--- src/rtl/adscan_pkg.sv ---
package adscan_pkg;
  localparam int DW  = 8;
  localparam int CHW = 4;

  typedef enum logic [1:0] {
    A_RANGE = 2'd0,
    A_CFG   = 2'd1,
    A_STAT  = 2'd2,
    A_KEY   = 2'd3
  } addr_e;

  localparam logic [DW-1:0] KEY_ON  = 8'hA5;
  localparam logic [DW-1:0] KEY_OFF = 8'hA6;

  localparam int SCAN_BIT = 2;

  typedef enum logic {SQ_IDLE = 1'b0, SQ_CONV = 1'b1} sq_e;
endpackage

--- src/rtl/adscan_regs.sv ---
module adscan_regs
  import adscan_pkg::*;
(
  input  logic           clk,
  input  logic           rst,
  input  logic [1:0]     addr,
  input  logic           wr,
  input  logic [DW-1:0]  wdata,
  input  logic           sts,
  input  logic           settle,
  input  logic           err,
  input  logic [CHW-1:0] ptr,
  output logic [CHW-1:0] lo_o,
  output logic [CHW-1:0] hi_o,
  output logic           scan_o,
  output logic [1:0]     gain_o,
  output logic [1:0]     page_o,
  output logic           range_wr_o,
  output logic           cfg_wr_o,
  output logic           stat_wr_o,
  output logic [DW-1:0]  rdata_o
);
  logic [1:0] page_q;
  logic       enh_q;

  assign range_wr_o = wr && (addr == A_RANGE);
  assign cfg_wr_o   = wr && (addr == A_CFG);
  assign stat_wr_o  = wr && (addr == A_STAT);
  assign page_o     = enh_q ? page_q : 2'b00;

  always_ff @(posedge clk) begin
    if (rst) begin
      lo_o   <= '0;
      hi_o   <= '0;
      scan_o <= 1'b0;
      gain_o <= 2'b00;
      page_q <= 2'b00;
      enh_q  <= 1'b0;
    end else if (wr) begin
      unique case (addr)
        A_RANGE: begin
          hi_o <= wdata[7:4];
          lo_o <= wdata[3:0];
        end
        A_CFG: begin
          page_q <= wdata[7:6];
          scan_o <= wdata[SCAN_BIT];
          gain_o <= wdata[1:0];
        end
        A_KEY: begin
          if (wdata == KEY_ON)       enh_q <= 1'b1;
          else if (wdata == KEY_OFF) enh_q <= 1'b0;
        end
        default: ;
      endcase
    end
  end

  always_ff @(posedge clk) begin
    if (rst) begin
      rdata_o <= '0;
    end else begin
      unique case (addr)
        A_RANGE: rdata_o <= {hi_o, lo_o};
        A_CFG:   rdata_o <= {5'b00000, scan_o, gain_o};
        A_STAT:  rdata_o <= {sts, settle, err, 1'b0, ptr};
        default: rdata_o <= '0;
      endcase
    end
  end

  AST_KEY_OFF_PAGE: assert property (@(posedge clk) disable iff (rst)
    (wr && addr == A_KEY && wdata == KEY_OFF) |=> (page_o == 2'b00));
  AST_CFG_READ_HIDES_PAGE: assert property (@(posedge clk) disable iff (rst)
    (addr == A_CFG) |=> (rdata_o[7:3] == 5'b00000));
  AST_GAIN_FOLLOWS_WRITE: assert property (@(posedge clk) disable iff (rst)
    (wr && addr == A_CFG) |=> (gain_o == $past(wdata[1:0])));
endmodule

--- src/rtl/adscan_settle.sv ---
module adscan_settle #(
  parameter int CYC = 1000
) (
  input  logic clk,
  input  logic rst,
  input  logic kick,
  output logic busy_o
);
  localparam int CW = $clog2(CYC + 1);

  logic [CW-1:0] cnt;

  always_ff @(posedge clk) begin
    if (rst)              cnt <= '0;
    else if (kick)        cnt <= CW'(CYC);
    else if (cnt != '0)   cnt <= cnt - 1'b1;
  end

  assign busy_o = (cnt != '0);

  AST_SETTLE_RAISE: assert property (@(posedge clk) disable iff (rst)
    kick |=> busy_o);
  AST_SETTLE_BOUND: assert property (@(posedge clk) disable iff (rst)
    cnt <= CW'(CYC));
endmodule

--- src/rtl/adscan_seq.sv ---
module adscan_seq
  import adscan_pkg::*;
(
  input  logic           clk,
  input  logic           rst,
  input  logic           trig,
  input  logic           done,
  input  logic           scan,
  input  logic [CHW-1:0] lo,
  input  logic [CHW-1:0] hi,
  input  logic           range_wr,
  input  logic [CHW-1:0] new_lo,
  input  logic           settle,
  input  logic           err_clr,
  output logic           start_o,
  output logic [CHW-1:0] ptr_o,
  output logic           sts_o,
  output logic           err_o
);
  sq_e  state;
  logic accept;
  logic at_top;

  assign accept = trig && !settle && (state == SQ_IDLE);
  assign at_top = (ptr_o == hi);
  assign sts_o  = (state == SQ_CONV);

  always_ff @(posedge clk) begin
    if (rst) begin
      state   <= SQ_IDLE;
      ptr_o   <= '0;
      start_o <= 1'b0;
      err_o   <= 1'b0;
    end else begin
      start_o <= 1'b0;
      if (trig && !accept) err_o <= 1'b1;
      else if (err_clr)    err_o <= 1'b0;

      unique case (state)
        SQ_IDLE: begin
          if (accept) begin
            state   <= SQ_CONV;
            start_o <= 1'b1;
            if (scan) ptr_o <= lo;
          end
        end
        SQ_CONV: begin
          if (done) begin
            if (scan && !at_top) begin
              ptr_o   <= ptr_o + 1'b1;
              start_o <= 1'b1;
            end else begin
              state <= SQ_IDLE;
              ptr_o <= at_top ? lo : ptr_o + 1'b1;
            end
          end
        end
        default: state <= SQ_IDLE;
      endcase

      if (range_wr) ptr_o <= new_lo;
    end
  end

  AST_ACCEPT_STARTS: assert property (@(posedge clk) disable iff (rst)
    (trig && !settle && !sts_o) |=> (start_o && sts_o));
  AST_SETTLE_BLOCKS: assert property (@(posedge clk) disable iff (rst)
    (trig && settle && !sts_o) |=> !start_o);
  AST_REFUSED_FLAGGED: assert property (@(posedge clk) disable iff (rst)
    (trig && (settle || sts_o)) |=> err_o);
  AST_SINGLE_ENDS: assert property (@(posedge clk) disable iff (rst)
    (sts_o && done && !scan) |=> !sts_o);
  AST_SWEEP_ENDS: assert property (@(posedge clk) disable iff (rst)
    (sts_o && done && scan && at_top) |=> !sts_o);
  AST_START_WHILE_BUSY: assert property (@(posedge clk) disable iff (rst)
    start_o |-> sts_o);
endmodule

--- src/rtl/adscan_ctrl.sv ---
module adscan_ctrl
  import adscan_pkg::*;
#(
  parameter int SETTLE_CYC = 1000
) (
  input  logic           clk,
  input  logic           rst,
  input  logic [1:0]     host_addr,
  input  logic           host_wr,
  input  logic [DW-1:0]  host_wdata,
  output logic [DW-1:0]  host_rdata,
  input  logic           trig_i,
  output logic           conv_start_o,
  input  logic           conv_done_i,
  output logic [CHW-1:0] chan_o,
  output logic [1:0]     gain_o,
  output logic [1:0]     page_o,
  output logic           sts_o,
  output logic           settle_o
);
  logic [CHW-1:0] lo, hi;
  logic           scan, range_wr, cfg_wr, stat_wr, err;

  adscan_regs u_regs (
    .clk        (clk),
    .rst        (rst),
    .addr       (host_addr),
    .wr         (host_wr),
    .wdata      (host_wdata),
    .sts        (sts_o),
    .settle     (settle_o),
    .err        (err),
    .ptr        (chan_o),
    .lo_o       (lo),
    .hi_o       (hi),
    .scan_o     (scan),
    .gain_o     (gain_o),
    .page_o     (page_o),
    .range_wr_o (range_wr),
    .cfg_wr_o   (cfg_wr),
    .stat_wr_o  (stat_wr),
    .rdata_o    (host_rdata)
  );

  adscan_settle #(.CYC(SETTLE_CYC)) u_settle (
    .clk    (clk),
    .rst    (rst),
    .kick   (range_wr || cfg_wr),
    .busy_o (settle_o)
  );

  adscan_seq u_seq (
    .clk      (clk),
    .rst      (rst),
    .trig     (trig_i),
    .done     (conv_done_i),
    .scan     (scan),
    .lo       (lo),
    .hi       (hi),
    .range_wr (range_wr),
    .new_lo   (host_wdata[CHW-1:0]),
    .settle   (settle_o),
    .err_clr  (stat_wr),
    .start_o  (conv_start_o),
    .ptr_o    (chan_o),
    .sts_o    (sts_o),
    .err_o    (err)
  );

  AST_RANGE_WRITE_PTR: assert property (@(posedge clk) disable iff (rst)
    (host_wr && host_addr == A_RANGE) |=> (chan_o == $past(host_wdata[3:0])));
  AST_WRITE_SETTLES: assert property (@(posedge clk) disable iff (rst)
    (host_wr && (host_addr == A_RANGE || host_addr == A_CFG)) |=> settle_o);
endmodule

--- config.mk ---
export PLATFORM = sky130hd
export DESIGN_NAME = adscan_ctrl
export DESIGN_NICKNAME = d
export VERILOG_FILES = /design/src/rtl/adscan_pkg.sv /design/src/rtl/adscan_regs.sv /design/src/rtl/adscan_settle.sv /design/src/rtl/adscan_seq.sv /design/src/rtl/adscan_ctrl.sv
export SDC_FILE = /design/constraint.sdc
export NUM_CORES = 1
export LEC_CHECK = 0
export ABC_CLOCK_PERIOD_IN_PS = 2000
export BUFFER_PORTS_ARGS = -buffer_cell sky130_fd_sc_hd__clkbuf_2
export CAP_MARGIN = 15
export CORE_AREA = 5 5 76 61
export CTS_BUF_LIST = sky130_fd_sc_hd__clkbuf_8
export DETAILED_ROUTE_END_ITERATION = 10
export DIE_AREA = 0 0 81 66
export PLACE_DENSITY_LB_ADDON = 0.05
export SLEW_MARGIN = 30
export SYNTH_ARGS = -nofsm -noshare
export SYNTH_HDL_FRONTEND = slang
export SYNTH_SLANG_ARGS = --single-unit
--- constraint.sdc ---
create_clock -name clk -period 2 [get_ports clk]
set_input_delay 0.2 -clock clk [delete_from_list [all_inputs] [get_ports clk]]
set_output_delay 0.2 -clock clk [all_outputs]
set_load 0.1 [all_outputs]
; ---- Yosys cells after proc, flatten, opt, wreduce, memory -nomap -nowiden
; Cells that the tools add are included.
[word_totals]
word_cells = 67
in_bits = 15
reg_bits = 39
out_inout_bits = 19
[classes]
add_sub_neg = 2
n_mux = 21
n_eq_ne = 9
n_reduce_logical = 21
bitwise = 1
[op_table]
columns = op, n
row1 = $mux 4, 6
row2 = $pmux 8 s3, 1
row3 = $mux 10, 2
row4 = $eq 8x8->1 const B, 2
row5 = $reduce_bool 10->1, 1
row6 = $sub 10x1->10 const B, 1
row7 = $mux 1, 8
row8 = $pmux 4 s2, 1
row9 = $logic_and 1x1->1, 7
row10 = $ne 3x3->1 const B, 2
row11 = $reduce_and 3->1, 2
row12 = $reduce_bool 2->1, 3
row13 = $add 4x1->4 const B, 1
row14 = $eq 2x2->1 const B, 2
row15 = $eq 4x4->1, 1
row16 = $pmux 1 s2, 2
row17 = $reduce_and 2->1, 2
row18 = $logic_not 1->1, 3
row19 = $ne 3x2->1 const B, 1
row20 = $eq 2x1->1 const B, 1
row21 = $logic_not 2->1, 1
row22 = $mux 2, 1
row23 = $reduce_or 2->1, 1
row24 = $logic_or 1x1->1, 1
row25 = $not 1->1, 1

; ---- Logic depth before layout (Yosys ltp)
[logic_depth]
depth_word = 7
mapped_depth = 9
ltp_nobuf = 8

; ---- By module
; Synthesis repeated with hierarchy kept, for this count alone.
[hier_totals]
cells_unflattened = 211
area_unflattened_um2 = 1971.9
[by_module_without_submodules]
columns = mod, cells_per_inst, n_inst, seq_area_each_um2, area_per_inst_um2
row1 = adscan_regs, 89, 1, 440.4, 887.1
row2 = adscan_settle, 64, 1, 200.2, 599.3
row3 = adscan_seq, 57, 1, 140.1, 479.2
row4 = adscan_ctrl, 1, 1, 0.0, 6.3

; ---- Least setup slack after synthesis
; Ideal clock, no wire load.
[synth_timing]
kind = reg-to-reg
from = register u_seq.ptr_o[0]
to = register u_seq.ptr_o[3]
setup_ps = 133
t_arrival_ps = 2294
required_ps = 1867
path_slack_ps = -426
synth_period_minus_slack_ps = 2426
n_path_buf = 0
path_stages_with_launch = 6
cell_sequence = dfxtp_1 -> xor2_1 -> o41ai_4 -> nor2_1 -> a221oi_1 -> o32ai_1
[synth_via]
elab_chain_cells = 7
elab_cells_between_ends = 9
cone_classes = 1 x add/sub / 1 x eq/ne / 5 x mux / 2 x reduce/logical
[synth_rtl]
columns = item, line_no
row1 = start: declaration, adscan_seq.sv:16  ; output logic [CHW-1:0] ptr_o,
row2 = start signal: assignment, adscan_seq.sv:44  ; if (scan) ptr_o <= lo;
row3 = start signal: assignment, adscan_seq.sv:50  ; ptr_o <= ptr_o + 1'b1;
row4 = start signal: assignment, adscan_seq.sv:54  ; ptr_o <= at_top ? lo : ptr_o + 1'b1;
row5 = "parallel branches: the longest is 3 deep, another holds $add 4x1->4", --
row6 = $mux 4 (*), adscan_seq.sv:49  ; if (scan && !at_top) begin
row7 = $mux 4 (*), adscan_seq.sv:48  ; if (done) begin
row8 = $pmux 4 s2 (*), adscan_seq.sv:39  ; unique case (state)
row9 = $mux 4 (*), adscan_seq.sv:61  ; if (range_wr) ptr_o <= new_lo;
; Every way passes the cells marked *. The select of a mux whose other input is x is not followed.
; A chain may end at the register's enable or synchronous reset.

; ---- Worst setup path after layout
[layout_timing]
from = register u_settle.cnt[0]
to = output port settle_o
[layout_via]
elab_chain_cells = 1
[layout_rtl]
columns = item, line_no
row1 = start: declaration, adscan_settle.sv:11  ; logic [CW-1:0] cnt;
row2 = start signal: assignment, adscan_settle.sv:15  ; else if (kick) cnt <= CW'(CYC);
row3 = start signal: assignment, adscan_settle.sv:16  ; else if (cnt != '0) cnt <= cnt - 1'b1;
row4 = $reduce_bool 10->1, adscan_settle.sv:19  ; assign busy_o = (cnt != '0);
row5 = end: declaration, adscan_ctrl.sv:19  ; output logic settle_o
; No other way between the ends.

==> summary.md <==
| Metric | Value |
|---|---|
| Endpoint type of the worst setup path | `output pin` |
| Final wirelength | `4473 um` |
| P_leak | `0.0009890 uW` |
| DRT antenna net count | `0` |
| GRT overflow | `0` |
| Area of the core | `3854 um^2` |
| Critical path arrival | `1.67 ns` |
| CP Class | `register to output pin` |
| Vias per cell | `5.243` |
| Number of global-route vias before repair | `1515` |
| Pins Over Slew Limit | `0` |
| Sw frac | `31.97%` |
| WL/cell | `14.29 um` |
| Sequential share of the synthesized area | `43.24%` |
| Final Setup Violations | `0` |
| Net Count, Synth | `234` |
| Num CTS Buffers | `5` |
| Clock Power Share | `32.0%` |
| Synthesized instance count | `217` |
| Reg2reg start | `u_settle.cnt[0]` |
| H-tree levels | `2` |
| Avg Inst Size Synth | `8.320 um^2` |
| Slew @ Worst Pin | `0.6339 ns` |
| Post-synthesis cell type count | `39` |
| Worst Setup SP | `u_settle.cnt[0]` |
| Gate power share | `28.3%` |
| Ports | `34` |
| Setup Total Neg Slack | `0 ns` |
| Required time worst endpoint | `1.80 ns` |
| PostCTS Resize Cnt | `1` |
| Unrepaired setup endpoints after global routing | `false` |
| DP HPWL | `3338 um` |
| Clk slew on worst S/H paths | `0.08 ns` |
| Clock Latency Late Sink | `0.29 ns` |
| Vias post-DR | `1641` |
| Fin crit period | `1.872 ns` |
| Largest net degree at the start of global routing | `19` |
| GPL Wtd Cong | `0.8231` |
| Met3 Use GR | `5.041%` |
| Max Fclk | `534.1 MHz` |
| Relative slew slack | `56.65%` |
| Hold Path Class | `input port to register` |
| Pre-CTS setup slack | `0.1196 ns` |
| FF/Latch Area | `790.8 um^2` |
| Share of cells above drive strength 1 | `27.91%` |
| Peak supply drop | `0.6025 mV` |
| Area grow syn2layout | `25.64%` |
| PwrDens | `1057 nW/um^2` |
| Crit path launch type | `register` |
| Hold Path Stages | `3` |
| Final WS setup | `0.1275 ns` |
| R2R depth | `6` |
| Met1 usage | `28.77%` |
| Pint | `1632 uW` |
| Critical path peak fanout | `7` |
| Number of diodes | `0` |
| I/O Buffers | `33` |
| GR Layer Usage met2 | `25.00%` |
| Fin crit share | `93.62%` |
| Max Cap Violations | `0` |
| Fill count | `393` |
| First drt pass iteration count | `4` |
| Clock root buffer | `clkbuf_8` |
| Clk_skew | `0.008031 ns` |
| Status | `complete, no violations` |
| Antenna violations before repair | `0` |
| Syn Std Cell Area | `1805 um^2` |
| Most frequent cells in the layout | `nand2_1 (33), dfxtp_1 (33), clkbuf_2 (32), a21oi_1 (23), nor2_1 (21)` |
| Yosys reg bits | `39` |
| Footprint of the multi-input gates | `991.0 um^2` |
| CTS Hold Bufs | `0` |
| CTS Sinks | `39` |
| NetSw | `766.6 uW` |
| Drt drc | `0` |
| Die height | `66 um` |
| Rows | `20` |
| Share of power burned in registers | `39.7%` |
| Width of the die | `81 um` |
| Die Area | `5346 um^2` |
| GRT Overall Usage | `18.80%` |
| HP Start | `host_wdata[4]` |
| Synth warn | `0` |
| Post-CTS Setup Inserts | `0` |
| Initial Utilization | `46.85%` |
| Most Crowded Layer GR | `met1` |
| Clock Path Buffers | `2` |
| Drt initial violations | `117` |
| Hold Vio Cnt, Final | `0` |
| Global-route wire length before repair | `7645 um` |
| CTS tree | `built` |
| Final #Nets | `274` |
-- final cells by class --
class / instances / share of cell area, %
sequential: 39 / 34.86
tap: 55 / 3.034
clock buffer: 5 / 3.034
multi-input combinational: 161 / 43.68
timing repair buffer: 43 / 11.25
clock inverter: 3 / 2.813
inverter: 7 / 1.324
-- worst max-delay path, cell delays in order (launching register included) --
cell and delay [ns]:
dfxtp_1 0.32, inv_2 0.08, ha_4 0.14, nor3b_2 0.17, and3_4 0.27, clkinvlp_4 0.18, buf_12 0.21
-- logic make-up (layout without fill, tap and decap cells) --
family / after synthesis / count (layout) / share of synthesized area, %
mux: 13 / 13 / 7.277
flops: 39 / 39 / 43.24
simple gates: 94 / 94 / 24.95
compound gates: 45 / 45 / 16.15
fa+ha+maj: 2 / 2 / 1.386
xor+xnor: 7 / 7 / 3.396
buf+inv: 17 / 58 / 3.604
-- stage by stage --
stage               hold slack [ns]  std cells  utilization, %  instance area, um^2  power [uW]
finish                       0.1390        313           58.86                 2268        2398
detailed placement           0.4409        305           55.29                 2131        1633
floorplan                    0.3360        217               -                 1852        1465
global placement             0.4462        305           55.29                 2131        1639
CTS                          0.1298        313           58.77                 2265        2401
global route                 0.1200        313           58.86                 2268        2535
-- power groups by stage --
stage	Clock, uW	Combinational, uW	Sequential [uW]
after floorplan	0	446	1020
after global placement	0	670	969
after detailed placement	0	665	968
after CTS	779	672	951
after global routing	823	744	968
final	767	679	953
-- registers in the layout, indices dropped and copies added (netlist names) --
| name | cells |
|---|---|
| u_regs.lo_o | 4 |
| u_regs.scan_o | 1 |
| u_seq.start_o | 1 |
| u_regs.enh_q | 1 |
| u_regs.page_q | 2 |
| u_regs.hi_o | 4 |
| u_settle.cnt | 10 |
| u_seq.sts_o | 1 |
| u_seq.err_o | 1 |
| u_regs.gain_o | 2 |
| u_regs.rdata_o | 8 |
| u_seq.ptr_o | 4 |
-- layer usage --
| layer | vias to the layer above | wire length, um |
|---|---|---|
| met2 | 41 | 1730 |
| met3 | 5 | 320 |
| met5 | - | 0 |
| met1 | 757 | 2378 |
| met4 | 0 | 45 |
| li1 | 838 | - |
-- final timing paths --
check | slack [ns] | endpoint
worst min-delay path | 0.14 | u_regs.hi_o[0]
worst min register to register | 0.46 | u_regs.lo_o[3]
worst max register to register | 0.26 | u_settle.cnt[6]
worst max-delay path | 0.13 | settle_o
-- synthesized netlist by cell type --
library cell  count  area [um^2]
a2111oi_0         2        17.52
nor3_1            9        45.04
a221oi_1          2        17.52
ha_1              2        25.02
a211oi_1          1        7.510
a21oi_1          23        115.1
a31oi_1           3        18.77
or2_2             1        6.260
nor3b_1           1        7.510
o41ai_1           1        8.760
a211o_1           2        17.52
xnor2_1           3        26.28
mux2_2            1        11.26
nor4_1            3        18.77
nand3_1           5        25.02
clkbuf_1          7        26.28
mux2i_1          12        120.1
and2_1            3        18.77
nor2b_1           5        31.28
nor2_1           21        78.83
o32ai_1           1        8.760
and3_1            1        6.260
dfxtp_1          39        780.8
nand4b_1          2        17.52
buf_2             1        5.000
a21oi_2           2        17.52
or3_1             2        12.51
xor2_1            4        35.03
buf_1             2        7.510
nand2_1          33        123.9
or3b_2            1        8.760
nand2b_1          3        18.77
o41ai_4           1        27.53
o21ai_1           1        5.000
or4_1             1        7.510
nor4b_1           1        8.760
and3_2            2        15.01
o21ai_0           6        30.03
inv_1             7        26.28
No activity file was read; power rests on OpenSTA's default activity.
